## config.mk

```make
export PLATFORM = sky130hd
export DESIGN_NAME = spi_lp_master
export DESIGN_NICKNAME = d
export VERILOG_FILES = /design/src/rtl/spi_lp_pkg.sv /design/src/rtl/spi_lp_baud.sv /design/src/rtl/spi_lp_shift.sv /design/src/rtl/spi_lp_master.sv
export SDC_FILE = /design/constraint.sdc
export NUM_CORES = 1
export LEC_CHECK = 0
export CELL_PAD_IN_SITES_DETAIL_PLACEMENT = 0
export CELL_PAD_IN_SITES_GLOBAL_PLACEMENT = 1
export CORE_ASPECT_RATIO = 1.25
export CORE_MARGIN = 3
export CORE_UTILIZATION = 30
export DETAILED_ROUTE_END_ITERATION = 6
export PLACE_DENSITY_LB_ADDON = 0.1
export SYNTH_ARGS = -nofsm -noshare
export SYNTH_HDL_FRONTEND = slang
export SYNTH_SLANG_ARGS = --single-unit
```

## constraint.sdc

```tcl
create_clock -name clk_i -period 3.1 [get_ports clk_i]
set_clock_uncertainty 0.15 [all_clocks]
set_input_delay 0.62 -clock clk_i [delete_from_list [all_inputs] [get_ports clk_i]]
set_output_delay 0.62 -clock clk_i [all_outputs]
set_load 0.005 [all_outputs]
```

## src/rtl/spi_lp_pkg.sv

```systemverilog
package spi_lp_pkg;
  typedef enum logic [1:0] {
    SLOT_DATA = 2'd0,
    SLOT_CTRL = 2'd1,
    SLOT_MASK = 2'd2,
    SLOT_STAT = 2'd3
  } slot_e;

  localparam int CTRL_EN = 0;
  localparam int CTRL_IE = 1;
  localparam int STAT_DONE = 0;
  localparam int STAT_ERR  = 1;
  localparam int STAT_BUSY = 2;
endpackage

```

## src/rtl/spi_lp_baud.sv

```systemverilog
module spi_lp_baud #(
  parameter int HALF = 2
) (
  input  logic clk_i,
  input  logic rst_ni,
  input  logic run_i,
  input  logic stop_i,
  output logic tick_o
);
  localparam int CW = (HALF > 1) ? $clog2(HALF) : 1;
  localparam logic [CW-1:0] LAST = CW'(HALF - 1);

  logic [CW-1:0] cnt_q;

  always_ff @(posedge clk_i or negedge rst_ni) begin
    if (!rst_ni) cnt_q <= '0;
    else if (!run_i) cnt_q <= '0;
    else if (!stop_i) cnt_q <= (cnt_q == LAST) ? '0 : cnt_q + 1'b1;
  end

  // stop gates the generator: no tick, counter frozen
  assign tick_o = run_i && !stop_i && (cnt_q == LAST);
endmodule

```

## src/rtl/spi_lp_shift.sv

```systemverilog
module spi_lp_shift #(
  parameter int DW = 8
) (
  input  logic          clk_i,
  input  logic          rst_ni,
  input  logic          start_i,
  input  logic          abort_i,
  input  logic [DW-1:0] tx_i,
  input  logic          tick_i,
  input  logic          miso_i,
  output logic          busy_o,
  output logic          sclk_o,
  output logic          mosi_o,
  output logic          done_o,
  output logic [DW-1:0] rx_o
);
  localparam int BW = (DW > 1) ? $clog2(DW) : 1;
  localparam logic [BW-1:0] LAST_BIT = BW'(DW - 1);

  logic [DW-1:0] sh_q;
  logic [BW-1:0] bit_q;
  logic          smp_q;

  always_ff @(posedge clk_i or negedge rst_ni) begin
    if (!rst_ni) begin
      busy_o <= 1'b0;
      sclk_o <= 1'b0;
      bit_q  <= '0;
      sh_q   <= '0;
      smp_q  <= 1'b0;
    end else if (abort_i) begin
      busy_o <= 1'b0;
      sclk_o <= 1'b0;
    end else if (start_i && !busy_o) begin
      busy_o <= 1'b1;
      sclk_o <= 1'b0;
      bit_q  <= '0;
      sh_q   <= tx_i;
    end else if (busy_o && tick_i) begin
      if (!sclk_o) begin
        sclk_o <= 1'b1;
        smp_q  <= miso_i;
      end else begin
        sclk_o <= 1'b0;
        sh_q   <= {sh_q[DW-2:0], smp_q};
        bit_q  <= bit_q + 1'b1;
        if (bit_q == LAST_BIT) busy_o <= 1'b0;
      end
    end
  end

  assign mosi_o = sh_q[DW-1];
  assign done_o = busy_o && tick_i && sclk_o && (bit_q == LAST_BIT) && !abort_i;
  // byte as it will stand after the final shift
  assign rx_o   = {sh_q[DW-2:0], smp_q};

  assert_sclk_idle_low_R3: assert property (@(posedge clk_i) disable iff (!rst_ni)
    !busy_o |-> !sclk_o);
endmodule

```

## src/rtl/spi_lp_master.sv

```systemverilog
module spi_lp_master
  import spi_lp_pkg::*;
#(
  parameter int DIV_HALF = 2,
  parameter int DATA_W   = 8,
  parameter int NUM_SS   = 4
) (
  input  logic              clk_i,
  input  logic              rst_ni,
  input  logic              wait_i,
  input  logic              stop_i,
  input  logic              wr_en_i,
  input  logic              rd_en_i,
  input  logic [1:0]        addr_i,
  input  logic [DATA_W-1:0] wdata_i,
  output logic [DATA_W-1:0] rdata_o,
  output logic              sclk_o,
  output logic              mosi_o,
  input  logic              miso_i,
  output logic [NUM_SS-1:0] ss_no,
  output logic              irq_o
);
  logic              en_q, ie_q, done_q, err_q, is_rd_q;
  logic [NUM_SS-1:0] mask_q;
  logic [DATA_W-1:0] rx_q;
  logic              tick, eng_busy, eng_done;
  logic [DATA_W-1:0] eng_rx;
  logic              wr_data, wr_ctrl, wr_mask, wr_stat, rd_data, rd_stat;
  logic              one_sel, can_go, start_wr, start_rd, bad_rd;

  assign wr_data = wr_en_i && (addr_i == SLOT_DATA);
  assign wr_ctrl = wr_en_i && (addr_i == SLOT_CTRL);
  assign wr_mask = wr_en_i && (addr_i == SLOT_MASK);
  assign wr_stat = wr_en_i && (addr_i == SLOT_STAT);
  assign rd_data = rd_en_i && (addr_i == SLOT_DATA);
  assign rd_stat = rd_en_i && (addr_i == SLOT_STAT);

  assign one_sel  = ($countones(mask_q) == 1);
  assign can_go   = en_q && !eng_busy;
  assign start_wr = wr_data && can_go;
  assign start_rd = wr_stat && can_go && one_sel;
  assign bad_rd   = wr_stat && can_go && !one_sel;

  always_ff @(posedge clk_i or negedge rst_ni) begin
    if (!rst_ni) begin
      en_q    <= 1'b0;
      ie_q    <= 1'b0;
      mask_q  <= '0;
      done_q  <= 1'b0;
      err_q   <= 1'b0;
      is_rd_q <= 1'b0;
      rx_q    <= '0;
    end else begin
      if (wr_ctrl) begin
        en_q <= wdata_i[CTRL_EN];
        ie_q <= wdata_i[CTRL_IE];
      end
      if (wr_mask && !eng_busy) mask_q <= wdata_i[NUM_SS-1:0];
      if (start_wr || start_rd) is_rd_q <= start_rd;
      if (eng_done) done_q <= 1'b1;
      else if (rd_data) done_q <= 1'b0;
      if (bad_rd) err_q <= 1'b1;
      else if (rd_stat) err_q <= 1'b0;
      if (eng_done && is_rd_q) rx_q <= eng_rx;
    end
  end

  spi_lp_baud #(.HALF(DIV_HALF)) u_baud (
    .clk_i (clk_i),
    .rst_ni(rst_ni),
    .run_i (eng_busy),
    .stop_i(stop_i),
    .tick_o(tick)
  );

  spi_lp_shift #(.DW(DATA_W)) u_shift (
    .clk_i  (clk_i),
    .rst_ni (rst_ni),
    .start_i(start_wr || start_rd),
    .abort_i(!en_q),
    .tx_i   (wdata_i),
    .tick_i (tick),
    .miso_i (miso_i),
    .busy_o (eng_busy),
    .sclk_o (sclk_o),
    .mosi_o (mosi_o),
    .done_o (eng_done),
    .rx_o   (eng_rx)
  );

  assign ss_no = en_q ? ~mask_q : '1;
  assign irq_o = done_q && ie_q;

  always_comb begin
    rdata_o = '0;
    case (addr_i)
      SLOT_DATA: rdata_o = rx_q;
      SLOT_CTRL: begin
        rdata_o[CTRL_EN] = en_q;
        rdata_o[CTRL_IE] = ie_q;
      end
      SLOT_MASK: rdata_o[NUM_SS-1:0] = mask_q;
      default: begin
        rdata_o[STAT_DONE] = done_q;
        rdata_o[STAT_ERR]  = err_q;
        rdata_o[STAT_BUSY] = eng_busy;
      end
    endcase
  end

  assert_read_single_select_R6: assert property (@(posedge clk_i) disable iff (!rst_ni)
    (eng_busy && is_rd_q && en_q) |-> ($countones(~ss_no) == 1));
  assert_bad_read_no_start_R5: assert property (@(posedge clk_i) disable iff (!rst_ni)
    (wr_stat && en_q && !eng_busy && ($countones(mask_q) != 1)) |=> (!eng_busy && err_q));
  assert_done_sets_flag_R7: assert property (@(posedge clk_i) disable iff (!rst_ni)
    eng_done |=> done_q);
  assert_wait_keeps_running_R8: assert property (@(posedge clk_i) disable iff (!rst_ni)
    (wait_i && eng_done) |=> (done_q && !eng_busy));
  assert_stop_freeze_R9: assert property (@(posedge clk_i) disable iff (!rst_ni)
    (stop_i && eng_busy && en_q) |=> ($stable(sclk_o) && $stable(mosi_o)));
endmodule

```

* Yosys cells after proc, flatten, opt, wreduce, memory -nomap -nowiden
Index checks and enable logic that the tools add are counted. W data, S select, Z words.
Storage, ports and cells: bits in registers 32, input bits 17, output and inout port bits 15, word-level logic and storage cells 90
Cells by class: add/subtract/negate cells 5, equality and inequality tests 9, mux-type cells 27, bitwise logic cells 3, reduce and logical (&&, ||, !) cells 33
Operators by type and width (number):
- $mux W8 | 3
- $logic_and A1 B1 Y1 | 21
- $mux W1 | 16
- $mux W3 | 3
- $ne A3 B1 Y1 const B | 3
- $mux W4 | 2
- $reduce_bool A2 Y1 | 4
- $pmux W2 S3 | 1
- $reduce_and A3 Y1 | 2
- $add A1 B1 Y2 | 2
- $eq A2 B2 Y1 const B | 2
- $not A4 Y4 | 1
- $reduce_and A4 Y1 | 1
- $add A2 B2 Y3 | 1
- $add A3 B1 Y3 const B | 1
- $eq A3 B1 Y1 const B | 1
- $eq A3 B3 Y1 const B | 1
- $logic_not A1 Y1 | 3
- $pmux W1 S3 | 1
- $eq A2 B1 Y1 const B | 1
- $logic_not A2 Y1 | 1
- $ne A2 B2 Y1 const B | 1
- $not A1 Y1 | 2
- $pmux W1 S2 | 1
- other kinds (2) | 2

* Depth between registers and ports, before layout
word-level depth 8, mapped depth 10, mapped depth without buffers 9

* By module
From an unflattened synthesis, not the netlist that was laid out.
Second synthesis, totals: cell total of the unflattened synthesis 138, area, all modules 1707.9 sq um
By module, submodules not included:
- spi_lp_master | times used 1, cells an instance 77, area each 918.4 sq um, sequential area each 425.4 sq um
- spi_lp_shift | times used 1, cells an instance 56, area each 742.0 sq um, sequential area each 350.3 sq um
- spi_lp_baud | times used 1, cells an instance 5, area each 47.5 sq um, sequential area each 25.0 sq um

* Least setup slack after synthesis
Ideal clock, no wire load.
path kind flip-flop to flip-flop, start register mask_q[0], end register u_shift.sh_q[1], setup time 0.125 ns, arrival time 2.390 ns, required time 2.825 ns, setup slack 0.435 ns, stages on the path, launching flop included 11, buffers on the path 1, period minus slack after synthesis 2.665 ns, cell sequence dfrtp_1 -> inv_1 -> fa_1 -> inv_1 -> ha_1 -> ha_1 -> nor3b_1 -> a21oi_2 -> nor2_2 -> buf_6 -> mux2_4
Between the ends: cells in the longest elaborated chain, start to end 8, elaborated cells between the ends (all ways) 10, those cells by class 2 x add/sub; 1 x eq/ne; 1 x mux; 6 x reduce/logical
Ends and longest elaborated chain:
- from (decl) | line spi_lp_master.sv:24 | logic [NUM_SS-1:0] mask_q;
- from (signal assigned) | line spi_lp_master.sv:58 | if (wr_mask && !eng_busy) mask_q <= wdata_i[NUM_SS-1:0];
- $add A1 B1 Y2 (not written as such) (*) | line spi_lp_master.sv:38 | assign one_sel = ($countones(mask_q) == 1);
- $add A2 B2 Y3 (not written as such) (*) | line spi_lp_master.sv:38
- $eq A3 B1 Y1 (*) | line spi_lp_master.sv:38
- $logic_and A1 B1 Y1 (*) | line spi_lp_master.sv:41 | assign start_rd = wr_stat && can_go && one_sel;
- $logic_or A1 B1 Y1 (*) | line spi_lp_master.sv:79 | .start_i(start_wr || start_rd),
- $logic_and A1 B1 Y1 (*) | line spi_lp_shift.sv:34 | end else if (start_i && !busy_o) begin
- $reduce_bool A2 Y1 (no line)
- $reduce_and A3 Y1 (no line)
- to (signal assigned) | line spi_lp_shift.sv:38 | sh_q <= tx_i;
- to (signal assigned) | line spi_lp_shift.sv:45 | sh_q <= {sh_q[DW-2:0], smp_q};
- to (decl) | line spi_lp_shift.sv:20 | logic [DW-1:0] sh_q;
Every way passes the cells marked *; elsewhere a longest branch is shown, timed or not. A chain may end at the register's enable or synchronous reset.

* Worst setup path in the final report
start input port addr_i[0], end output port rdata_o[2]
Between the ends: cells in the longest elaborated chain, start to end 2, elaborated cells between the ends (all ways) 4, those cells by class 2 x eq/ne; 1 x mux; 1 x reduce/logical
Ends and longest elaborated chain:
- from (decl) | line spi_lp_master.sv:14 | input logic [1:0] addr_i,
- $eq A2 B2 Y1 (tied with other cells) | line spi_lp_master.sv:96 | case (addr_i)
- $pmux W1 S3 (*) | line spi_lp_master.sv:96
- to (decl) | line spi_lp_master.sv:16 | output logic [DATA_W-1:0] rdata_o,
Marked as above.

==> results by group <==
Outcome
  • Outcome: finished clean

STA
  • Final min period: 3.00 ns
  • Relative slew slack: 0.697
  • Fin worst setup slack: 0.0965 ns
  • RSZ-0062 raised after global routing: no
  • Final Hold Fails: 0
  • Max-slew violation count: 0
  • # setup viols final: 0
  • Fin crit share: 0.969
  • Fmax: between 300 and 400 MHz
  • Setup tns final: 0 ns
  • Slew @ Worst Pin: approximately 0.45 ns

CTS
  • Worst-skew pair later-pin latency: 0.29 ns
  • CTS Buf Count: 5
  • CTS tree: built
  • CTS sink cnt: 32
  • CTS clk-pin slew, worst paths: approximately 0.070 ns
  • CTS Root Cell: clkbuf_8
  • Total setup buffers inserted after CTS: 0
  • Max Buffers Root-to-Sink: 2
  • # H-tree levels: 2

Synthesis
  • Synth Area in XOR/XNOR: 0.00508
  • Avg Cell Area, Syn: between 10 and 15 sq um
  • Largest family of logic cells by synthesized area: multiplexers
  • Synth Area in Compound Gates: 0.0558
  • Cell variety after synth: 33
  • Cell Area, Synth: 1730 sq um
  • Yosys reg bits: 32
  • Top post-synthesis cells by area: dfrtp_1, mux2_2, mux2_4, nand2_1, ha_1
  • Total number of yosys warnings: 0
  • Post-Synth Simple-Gate Area: 0.152
  • Mapped Cells: ~140
  • Mux contribution to synthesized area: 0.245
  • Synthesized netlist net count: between 150 and 200
  • Share of flip-flops with an asynchronous set or reset: 1.00
  • Post-synth top area cell: dfrtp_1
  • Seq/Total Area, Yosys: 0.464
  • Synth top area share: 0.464
  • Most used DFF post-synth: dfrtp_1
  • Synth Area in Adders: 0.0406
  • EDFF count, synth: 0

GRT
  • Pin count of the biggest net entering global routing: 33
  • Number of global-route vias before repair: about 1,300
  • Total GRT Usage: 0.129
  • First-pass GRT wire length: 6580 microns
  • GR Overflow Total: 0
  • Initial antenna violation count: 0

Worst setup path
  • CP most frequent cell: clkdlybuf4s50_1
  • Slowest CP cell: clkdlybuf4s50_1
  • Max Fanout on Critical Path: 4
  • CP Cell Sequence: clkdlybuf4s50_1, mux2_2, a22o_1, clkdlybuf4s50_1
  • Setup crit end kind: primary output
  • Max incr delay on CP: 0.57 ns
  • Crit Path Class: input port to primary output
  • Startpoint Class: input port
  • CP arrival: 2.23 ns
  • Worst Path Required: 2.33 ns
  • Crit path buffers/inverters: 2
  • Delay-heaviest family, CP: buffers and inverters

Floorplan
  • Core area: approximately 5500 sq um
  • Starting Density: 0.315
  • Chip height: 90.8 microns
  • Row count: 30
  • Die ar.: ~6700 sq um
  • IO Pins: 32
  • Die X: between 70 and 80 microns

Drt
  • Wire length per cell: between 15 and 20 microns
  • Vias/cell: 4.83
  • Post-Route WL: between 3000 and 4000 microns
  • Detailed Route Iter0 Violations: 15
  • Post-DRT Antenna Nets: 0
  • Residual DRC: 0
  • Routed vias: 1,165
  • DR pass1 iterations: 4

Finish
  • Final Cell Area: ~2200 sq um
  • Layout cells sized above 1: 0.316
  • Layout Area Growth over Synthesis: 29.2%
  • Antenna cell count: 0
  • Final nets: around 200

Placement
  • Placed Area: around 2100 sq um
  • Final Wtd Congestion: approximately 0.73
  • Place WS: around 0.061 ns
  • Detail Placement HPWL: around 2800 microns
  • I/O Buffers: 30

Power
  • VDD IR max: around 0.00028 V
  • PD cells: 628 nW/um^2
  • Leak Pwr: about 0.001 uW

Worst hold path
  • Type of the most critical hold path: flip-flop to flip-flop

Flow run
  • Max Cap Violations: 0
-- logic make-up after synthesis --
| family | Yosys count |
|---|---|
| compound gates | 15 |
| xor+xnor | 1 |
| fa+ha+maj | 5 |
| buf+inv | 12 |
| flops | 32 |
| mux | 32 |
| simple gates | 41 |
-- report_power, final --
part / internal [uW] / switching (uW)
registers: 502 / 76.0
clock network: 239 / 164
logic: 276 / 142
-- flip-flops by register name, summed over array words and instances, names as in the netlist --
| signal | count |
|---|---|
| done_q | 1 |
| en_q | 1 |
| err_q | 1 |
| ie_q | 1 |
| is_rd_q | 1 |
| mask_q | 4 |
| rx_q | 8 |
| u_baud.cnt_q | 1 |
| u_shift.bit_q | 3 |
| u_shift.busy_o | 1 |
| u_shift.sclk_o | 1 |
| u_shift.sh_q | 8 |
| u_shift.smp_q | 1 |
-- metrics by stage --
step | instances | power [uW] | util | hold slack (ns)
final | 241 | 1400 | 0.407 | 0.350
after global placement | 233 | 996 | 0.386 | 0.332
after floorplan | 138 | 841 | - | 0.174
after global routing | 241 | 1490 | 0.407 | 0.372
after CTS | 241 | 1420 | 0.406 | 0.355
after detailed placement | 233 | 1010 | 0.386 | 0.336
-- cell usage in the layout, fill, tap and decap left out --
master,n
dfrtp_1,32
clkdlybuf4s50_1,30
mux2_2,18
nand2_1,15
mux2_4,11
o21ai_0,8
buf_4,7
inv_1,6
and2_1,5
clkbuf_8,5
nor3b_1,4
ha_1,4
nor2_1,3
nand3b_1,3
mux4_2,2
a22o_1,2
nor2_4,1
mux2i_1,1
and2_4,1
a21oi_2,1
nor2_2,1
nor2b_4,1
nand4_4,1
and4_4,1
nand4b_1,1
a21o_1,1
and4bb_2,1
nand2_2,1
xnor2_1,1
nor2b_1,1
o22ai_1,1
a31o_2,1
and2b_2,1
o211ai_1,1
fa_1,1
bufinv_16,1
clkinv_2,1
clkbuf_1,1
-- layout make-up --
| class | count | area, sq um |
|---|---|---|
| multi-input cells | 94 | 865 |
| well taps | 64 | 80.1 |
| flip-flops and latches | 32 | 801 |
| clock inverters | 2 | 35.0 |
| clock buffers | 6 | 72.6 |
| fillers | 528 | 3250 |
| inverters | 6 | 22.5 |
| repair buffers | 37 | 353 |
-- synth_stat cells (all sizes together) (3+ instances only) --
| master | n |
|---|---|
| mux2 | 29 |
| ha | 4 |
| buf | 6 |
| nand2 | 16 |
| o21ai | 8 |
| inv | 6 |
| nor2 | 5 |
| and2 | 6 |
| nand3b | 3 |
| dfrtp | 32 |
| nor3b | 4 |
-- timing repair --
item / 4_1_cts / 5_1_grt
endpoints found under the hold margin: 0 / 0
hold buffers: 0 / 0
endpoints found under the setup margin: 0 / 4
resized for setup: 0 / 1
-- layer usage --
layer / wire (microns) / GRT usage / share of wire
met1: 1670 / 0.161 / 0.44
met2: 1930 / 0.206 / 0.51
met3: 143 / 0.0379 / 0.038
met4: 69 / 0.0498 / 0.018
met5: 0 / 0 / 0
-- worst reg2reg max path, cell delays in order (launching register included) --
cell	delay, ns
dfrtp_1	0.38
inv_1	0.08
fa_1	0.54
inv_1	0.04
ha_1	0.17
ha_1	0.27
nor3b_1	0.23
buf_4	0.17
a21oi_2	0.07
nor2_2	0.14
buf_4	0.21
mux2_4	0.31
-- worst paths after layout --
path	start	end	slack, ns	depth (start not counted)
max	addr_i[0]	rdata_o[2]	0.1	4
min	rx_q[6]	rx_q[6]	0.35	1
max reg2reg	mask_q[0]	u_shift.sh_q[6]	0.24	11
min reg2reg	rx_q[6]	rx_q[6]	0.35	1
max in group asynchronous	rst_ni	u_shift.sh_q[5]	1.91	2
min in group asynchronous	rst_ni	u_shift.sclk_o	0.59	2
(Power assumes the default switching activity.)
